<file path="config.mk">
export PLATFORM = sky130hd
export DESIGN_NAME = tonegen_fsk
export DESIGN_NICKNAME = d
export VERILOG_FILES = /design/src/rtl/tonegen_pkg.sv /design/src/rtl/tonegen_coef.sv /design/src/rtl/tonegen_step.sv /design/src/rtl/tonegen_fsk.sv
export SDC_FILE = /design/constraint.sdc
export NUM_CORES = 1
export LEC_CHECK = 0
export ABC_CLOCK_PERIOD_IN_PS = 24500
export BUFFER_PORTS_ARGS = -buffer_cell sky130_fd_sc_hd__buf_4
export CORE_UTILIZATION = 45
export DETAILED_ROUTE_END_ITERATION = 16
export MAX_ROUTING_LAYER = met4
export PLACE_DENSITY_LB_ADDON = 0.1
export SYNTH_ARGS = -nofsm -noshare
export SYNTH_HDL_FRONTEND = slang
export SYNTH_HIERARCHICAL = 1
export SYNTH_SLANG_ARGS = --single-unit
</file>
<file path="constraint.sdc">
create_clock -name clk -period 24.5 [get_ports clk]
set_input_delay 0 -clock clk [delete_from_list [all_inputs] [get_ports clk]]
set_output_delay 0 -clock clk [all_outputs]
set_load 0.1 [all_outputs]
</file>
<file path="src/rtl/tonegen_pkg.sv">
package tonegen_pkg;

    typedef enum logic {
        TONE_SPACE = 1'b0,
        TONE_MARK  = 1'b1
    } tone_e;

endpackage

</file>
<file path="src/rtl/tonegen_coef.sv">
module tonegen_coef
    import tonegen_pkg::*;
#(
    parameter int W          = 16,
    parameter int K_MARK     = 19261,
    parameter int K_SPACE    = -5126,
    parameter int SEED_MARK  = -13255,
    parameter int SEED_SPACE = -16182
) (
    input  tone_e                sel,
    output logic signed [W-1:0]  coef,
    output logic signed [W-1:0]  seed
);

    localparam logic signed [W-1:0] KM = K_MARK[W-1:0];
    localparam logic signed [W-1:0] KS = K_SPACE[W-1:0];
    localparam logic signed [W-1:0] SM = SEED_MARK[W-1:0];
    localparam logic signed [W-1:0] SS = SEED_SPACE[W-1:0];

    always_comb begin
        if (sel == TONE_MARK) begin
            coef = KM;
            seed = SM;
        end else begin
            coef = KS;
            seed = SS;
        end
    end

endmodule

</file>
<file path="src/rtl/tonegen_step.sv">
module tonegen_step #(
    parameter int W    = 16,
    parameter int FRAC = 14
) (
    input  logic signed [W-1:0] coef,
    input  logic signed [W-1:0] x1,
    input  logic signed [W-1:0] x2,
    output logic signed [W-1:0] x0
);

    localparam int PW = 2*W + 2;
    localparam logic signed [PW-1:0] HALF = {{(PW-1){1'b0}}, 1'b1} <<< (FRAC-1);
    localparam logic signed [PW-1:0] MAXV = {{(PW-W+1){1'b0}}, {(W-1){1'b1}}};
    localparam logic signed [PW-1:0] MINV = {{(PW-W+1){1'b1}}, {(W-1){1'b0}}};

    logic signed [PW-1:0] prod;
    logic signed [PW-1:0] rnd;
    logic signed [PW-1:0] diff;

    always_comb begin
        prod = PW'(coef) * PW'(x1);
        rnd  = (prod + HALF) >>> FRAC;
        diff = rnd - PW'(x2);
        if (diff > MAXV) begin
            x0 = MAXV[W-1:0];
        end else if (diff < MINV) begin
            x0 = MINV[W-1:0];
        end else begin
            x0 = diff[W-1:0];
        end
    end

endmodule

</file>
<file path="src/rtl/tonegen_fsk.sv">
module tonegen_fsk
    import tonegen_pkg::*;
#(
    parameter int W          = 16,
    parameter int FRAC       = 14,
    parameter int K_MARK     = 19261,
    parameter int K_SPACE    = -5126,
    parameter int SEED_MARK  = -13255,
    parameter int SEED_SPACE = -16182
) (
    input  logic                clk,
    input  logic                rst_n,
    input  logic                en,
    input  logic                bit_in,
    input  logic                strobe,
    output logic signed [W-1:0] sample_out,
    output logic                sample_vld
);

    typedef struct packed {
        logic signed [W-1:0] x1;
        logic signed [W-1:0] x2;
        logic signed [W-1:0] out;
        logic                vld;
        logic                arm;
    } st_t;

    st_t st_d, st_q;

    tone_e               tone_sel;
    logic signed [W-1:0] coef_sel;
    logic signed [W-1:0] seed_sel;
    logic signed [W-1:0] x0_new;
    logic signed [W-1:0] x1_q;
    logic signed [W-1:0] x2_q;
    logic                arm_q;

    assign tone_sel = tone_e'(bit_in);

    tonegen_coef #(
        .W(W), .K_MARK(K_MARK), .K_SPACE(K_SPACE),
        .SEED_MARK(SEED_MARK), .SEED_SPACE(SEED_SPACE)
    ) u_coef (
        .sel  (tone_sel),
        .coef (coef_sel),
        .seed (seed_sel)
    );

    tonegen_step #(.W(W), .FRAC(FRAC)) u_step (
        .coef (coef_sel),
        .x1   (st_q.x1),
        .x2   (st_q.x2),
        .x0   (x0_new)
    );

    always_comb begin
        st_d     = st_q;
        st_d.vld = 1'b0;
        if (!en) begin
            st_d.arm = 1'b1;
        end else if (st_q.arm) begin
            st_d.x1  = '0;
            st_d.x2  = seed_sel;
            st_d.arm = 1'b0;
        end else if (strobe) begin
            st_d.x2  = st_q.x1;
            st_d.x1  = x0_new;
            st_d.out = x0_new;
            st_d.vld = 1'b1;
        end
    end

    always_ff @(posedge clk) begin
        if (!rst_n) begin
            st_q.x1  <= '0;
            st_q.x2  <= '0;
            st_q.out <= '0;
            st_q.vld <= 1'b0;
            st_q.arm <= 1'b1;
        end else begin
            st_q <= st_d;
        end
    end

    assign sample_out = st_q.out;
    assign sample_vld = st_q.vld;
    assign x1_q       = st_q.x1;
    assign x2_q       = st_q.x2;
    assign arm_q      = st_q.arm;

endmodule

</file>
==> run summary <==
The flow ran to the end, and the final reports show no timing, DRC or antenna violations. The worst path required time is 24690 ps. The critical path is of the in2reg type. The part of the cycle the worst path needs is 38.78%. The post-route antenna net violation count came out at 0. The total CTS buffers came out at 5. The worst setup timing slack at the placement stage is 14720 ps. The total track usage is 23.35%. The initial antenna violation count is 0. In the final routed layout, each cell accounts on average for 18.04 um. The mux share of post-synthesis cell area is 0.5345%. The multi-input gate area in the final layout came out at 10470 um2.

Once placement finished, the instance area stood at 13390 um2. The portion of the post-synthesis area used by sequential elements is 7.635%. The fraction of registers with async set/reset came out at 0%. The area share of fa/ha/maj cells after synthesis is 50.18%.

Synthesis handed over a netlist of 1436 instances. The final critical delay including setup and external delays is 9502 ps. The cell that appears most often on the critical path is sky130_fd_sc_hd__fa_1. The via count of the first global-routing pass came out at 9778. The minimum hold slack is 21.49 ps.

The fill cell instance count of the final layout came out at 2858. Summed over all layers, the global routing overflow is 0. Averaged over all synthesized cells, the footprint is 9.130 um2. From synthesis to final layout, the design area changed by 3.235%. After layout, the worst setup slack is 15000 ps. Setup violations remaining at the end of the flow were counted as 0. The largest clock skew in the final design is 4.893 ps. The initial utilization of the core area, before any placement, comes to 45.68%. The post-route setup TNS is 0 ps. Max-cap violations in this run came to 0. The storage element area is 1001 um2. By area, the combinational part of the netlist is dominated by adder cells. After synthesis, the netlist uses 65 different library cells. The hold buffer count at cts came out at 0. For this run, the share of the core covered by cells in the final layout is 47.15%. STA classifies the critical path endpoint as a flop.

The largest voltage drop on the vdd net came out at 128.6 uV. The die span in y is 172.7 um. At the worst endpoint, the arrival time is 9690 ps. Power spread over the standard cell area amounts to 84.28 nW/um2.

The root buffer cell chosen for the clock tree is sky130_fd_sc_hd__clkbuf_16. The die is 172.7 um wide. The buffer depth of the longest clock path is 2. The static leakage power came out at 6.837 nW. During placement, the flow inserted port buffers numbering 21. The total clock sinks came out at 50. The area of the mapped netlist came out at 13110 um2. The fraction of layout instances using a drive strength above 1 is 4.979%. The first TritonRoute pass finished after 5 iterations. The number of instances in the placed design is 1782. The first-pass GRT wire length is 53090 um. After the flow finishes, the layout carries non-filler instances totaling 1790.

The clock reaches the later pin of the worst-skew pair after 290 ps. Of all nets on the critical path, the largest fanout is 52. The final max-slew violation count came out at 0.

Setup repair after global routing left no endpoint under its margin. The worst pin sits at a relative slew slack of 20.40%. After floorplanning, the core was sized to cover 28700 um2.

22 I/O pins were placed. The via count of the routed design is 9355. The number of antenna diodes in the final layout is 0. The maximum clock rate is 0.1052 GHz. The maximum number of pins on one net before global-route repair is 59. The synthesized netlist devotes 10.64% of its cell area to compound gates. CTS built an H-tree with a depth of 2. The synthesis warning total came out at 6. After clock tree synthesis, the repair step resized 0 gates. The min-delay analysis places its worst path in the category in2reg. STA classifies the critical path startpoint as a primary input.

The via count normalized by instance count is 5.226. Among all flip-flop cells after synthesis, the most frequent one is sky130_fd_sc_hd__dfxtp_1. The final hold violation count came out at 0. The total power of the final layout came out at 1.141 mW. Synthesis inferred 50 register bits. After detailed routing, the number of remaining DRC violations is 0. Among all stages on the critical path, the largest delay is contributed by sky130_fd_sc_hd__o21ai_2.

The TritonCTS clock tree is built. The number of post-CTS setup repair buffers came out at 0. The sum of net half-perimeters after detailed placement came out at 25020 um. The peak per-stage delay on the critical path came out at 690 ps. The area of all placed cells without fillers is 13530 um2. The final net count came out at 1775. The die covers 29820 um2. The number of violations reported at the end of detailed-routing iteration 0 came out at 497. The number of cell rows is 62. The count of flip-flops with a built-in enable after synthesis is 0.

For the pin with the worst max-slew slack, the measured transition is 1193 ps. The final layout contains routed wiring with a total length of 32290 um. The synthesized netlist devotes 15.44% of its cell area to simple gates. The final RePlAce weighted congestion is 0.7922. The clock transition at the registers of the reported paths came out at 70 ps. Summing the areas of all xor and xnor instances in the mapped netlist gives 2.539% of the synthesized area.
==> worst max-delay path: cells and delay by family <==
| family | cells | cell delay (ps) |
|---|---|---|
| AOI/OAI and AO/OA | 13 | 3820 |
| xor gates and xnor gates | 1 | 220 |
| adders and majority gates | 8 | 3660 |
| buffers and inverters | 8 | 1510 |
| and+or+nand+nor | 4 | 460 |
==> final timing paths <==
path | start | to | slack (ps) | depth (start not counted)
worst max-delay path | bit_in | sample_out[2] | 15000 | 34
worst min-delay path | en | arm_q | 20 | 2
worst max register to register | x1_q[7] | sample_out[2] | 15090 | 32
worst min register to register | x2_q[7] | x2_q[7] | 470 | 2
==> final cells by class <==
type	count	area share, %
Multi-Input combinational cell	999	77.32
Clock inverter	2	0.1294
Timing Repair Buffer	35	1.941
Clock buffer	6	0.9522
Sequential cell	50	7.396
Tap cell	384	3.550
Inverter	314	8.709
==> layout by cell type, fill, tap and decap left out, types with 6 or more instances in the layout <==
cell type / instances
sky130_fd_sc_hd__nand4_1: 6
sky130_fd_sc_hd__and2_1: 109
sky130_fd_sc_hd__fa_1: 268
sky130_fd_sc_hd__buf_4: 35
sky130_fd_sc_hd__and3_1: 8
sky130_fd_sc_hd__a222oi_1: 9
sky130_fd_sc_hd__nand4bb_1: 7
sky130_fd_sc_hd__nand2b_1: 8
sky130_fd_sc_hd__xnor2_1: 27
sky130_fd_sc_hd__o21ai_0: 23
sky130_fd_sc_hd__nor3_1: 11
sky130_fd_sc_hd__o21ai_2: 11
sky130_fd_sc_hd__mux2i_1: 7
sky130_fd_sc_hd__conb_1: 17
sky130_fd_sc_hd__nor2_1: 35
sky130_fd_sc_hd__a21oi_1: 35
sky130_fd_sc_hd__nand2_1: 159
sky130_fd_sc_hd__o211ai_1: 11
sky130_fd_sc_hd__nand3_1: 9
sky130_fd_sc_hd__a21o_1: 15
sky130_fd_sc_hd__nor2b_1: 22
sky130_fd_sc_hd__xor2_1: 11
sky130_fd_sc_hd__a32o_1: 32
sky130_fd_sc_hd__ha_1: 97
sky130_fd_sc_hd__nand3b_1: 8
sky130_fd_sc_hd__dfxtp_1: 50
sky130_fd_sc_hd__inv_1: 313
==> metal layers <==
layer	part of all wire (%)	up-vias	track usage, %
li1	-	4353	-
met1	46	4824	31.72
met2	51	151	39.53
met3	2.6	27	1.187
met4	1.1	0	3.429
met5	0	-	-
==> logic make-up after synthesis <==
logic type,after synthesis
adder cells (fa/ha/maj),365
XOR/XNOR,38
AO/OA/AOI/OAI,180
multiplexers,7
buffers and inverters,402
flip-flops,50
other,2
AND/OR/NAND/NOR,392
==> power by group <==
group          switching [mW]  leakage (nW)  internal, mW
Combinational           0.603          6.36         0.366
Clock                  0.0323        0.0714        0.0385
Sequential             0.0113         0.408        0.0889
Total                   0.647          6.84         0.494
==> cells in the mapped netlist, drive strengths merged (7+ instances only) <==
| cell | count | area, um2 |
|---|---|---|
| inv | 314 | 1179 |
| fa | 268 | 5365 |
| nand2 | 159 | 596.8 |
| and2 | 109 | 681.9 |
| ha | 97 | 1214 |
| buf | 52 | 386.6 |
| dfxtp | 50 | 1001 |
| a21oi | 36 | 183.9 |
| clkbuf | 36 | 135.1 |
| o21ai | 36 | 221.5 |
| nor2 | 35 | 131.4 |
| a32o | 32 | 320.3 |
| xnor2 | 27 | 236.5 |
| nor2b | 22 | 137.6 |
| a21o | 16 | 121.4 |
| o211ai | 13 | 107.6 |
| nor3 | 11 | 55.05 |
| xor2 | 11 | 96.34 |
| nand3 | 10 | 55.05 |
| a222oi | 9 | 90.09 |
| nand3b | 9 | 80.08 |
| and3 | 8 | 50.05 |
| nand2b | 8 | 50.05 |
| mux2i | 7 | 70.07 |
| nand4 | 7 | 50.05 |
| nand4bb | 7 | 78.83 |
==> sequential cells by signal, summed over array words and instances (netlist names) <==
register    count
sample_out     16
x1_q           16
x2_q           16
arm_q           1
sample_vld      1
No activity file was read; power rests on OpenSTA's default activity.
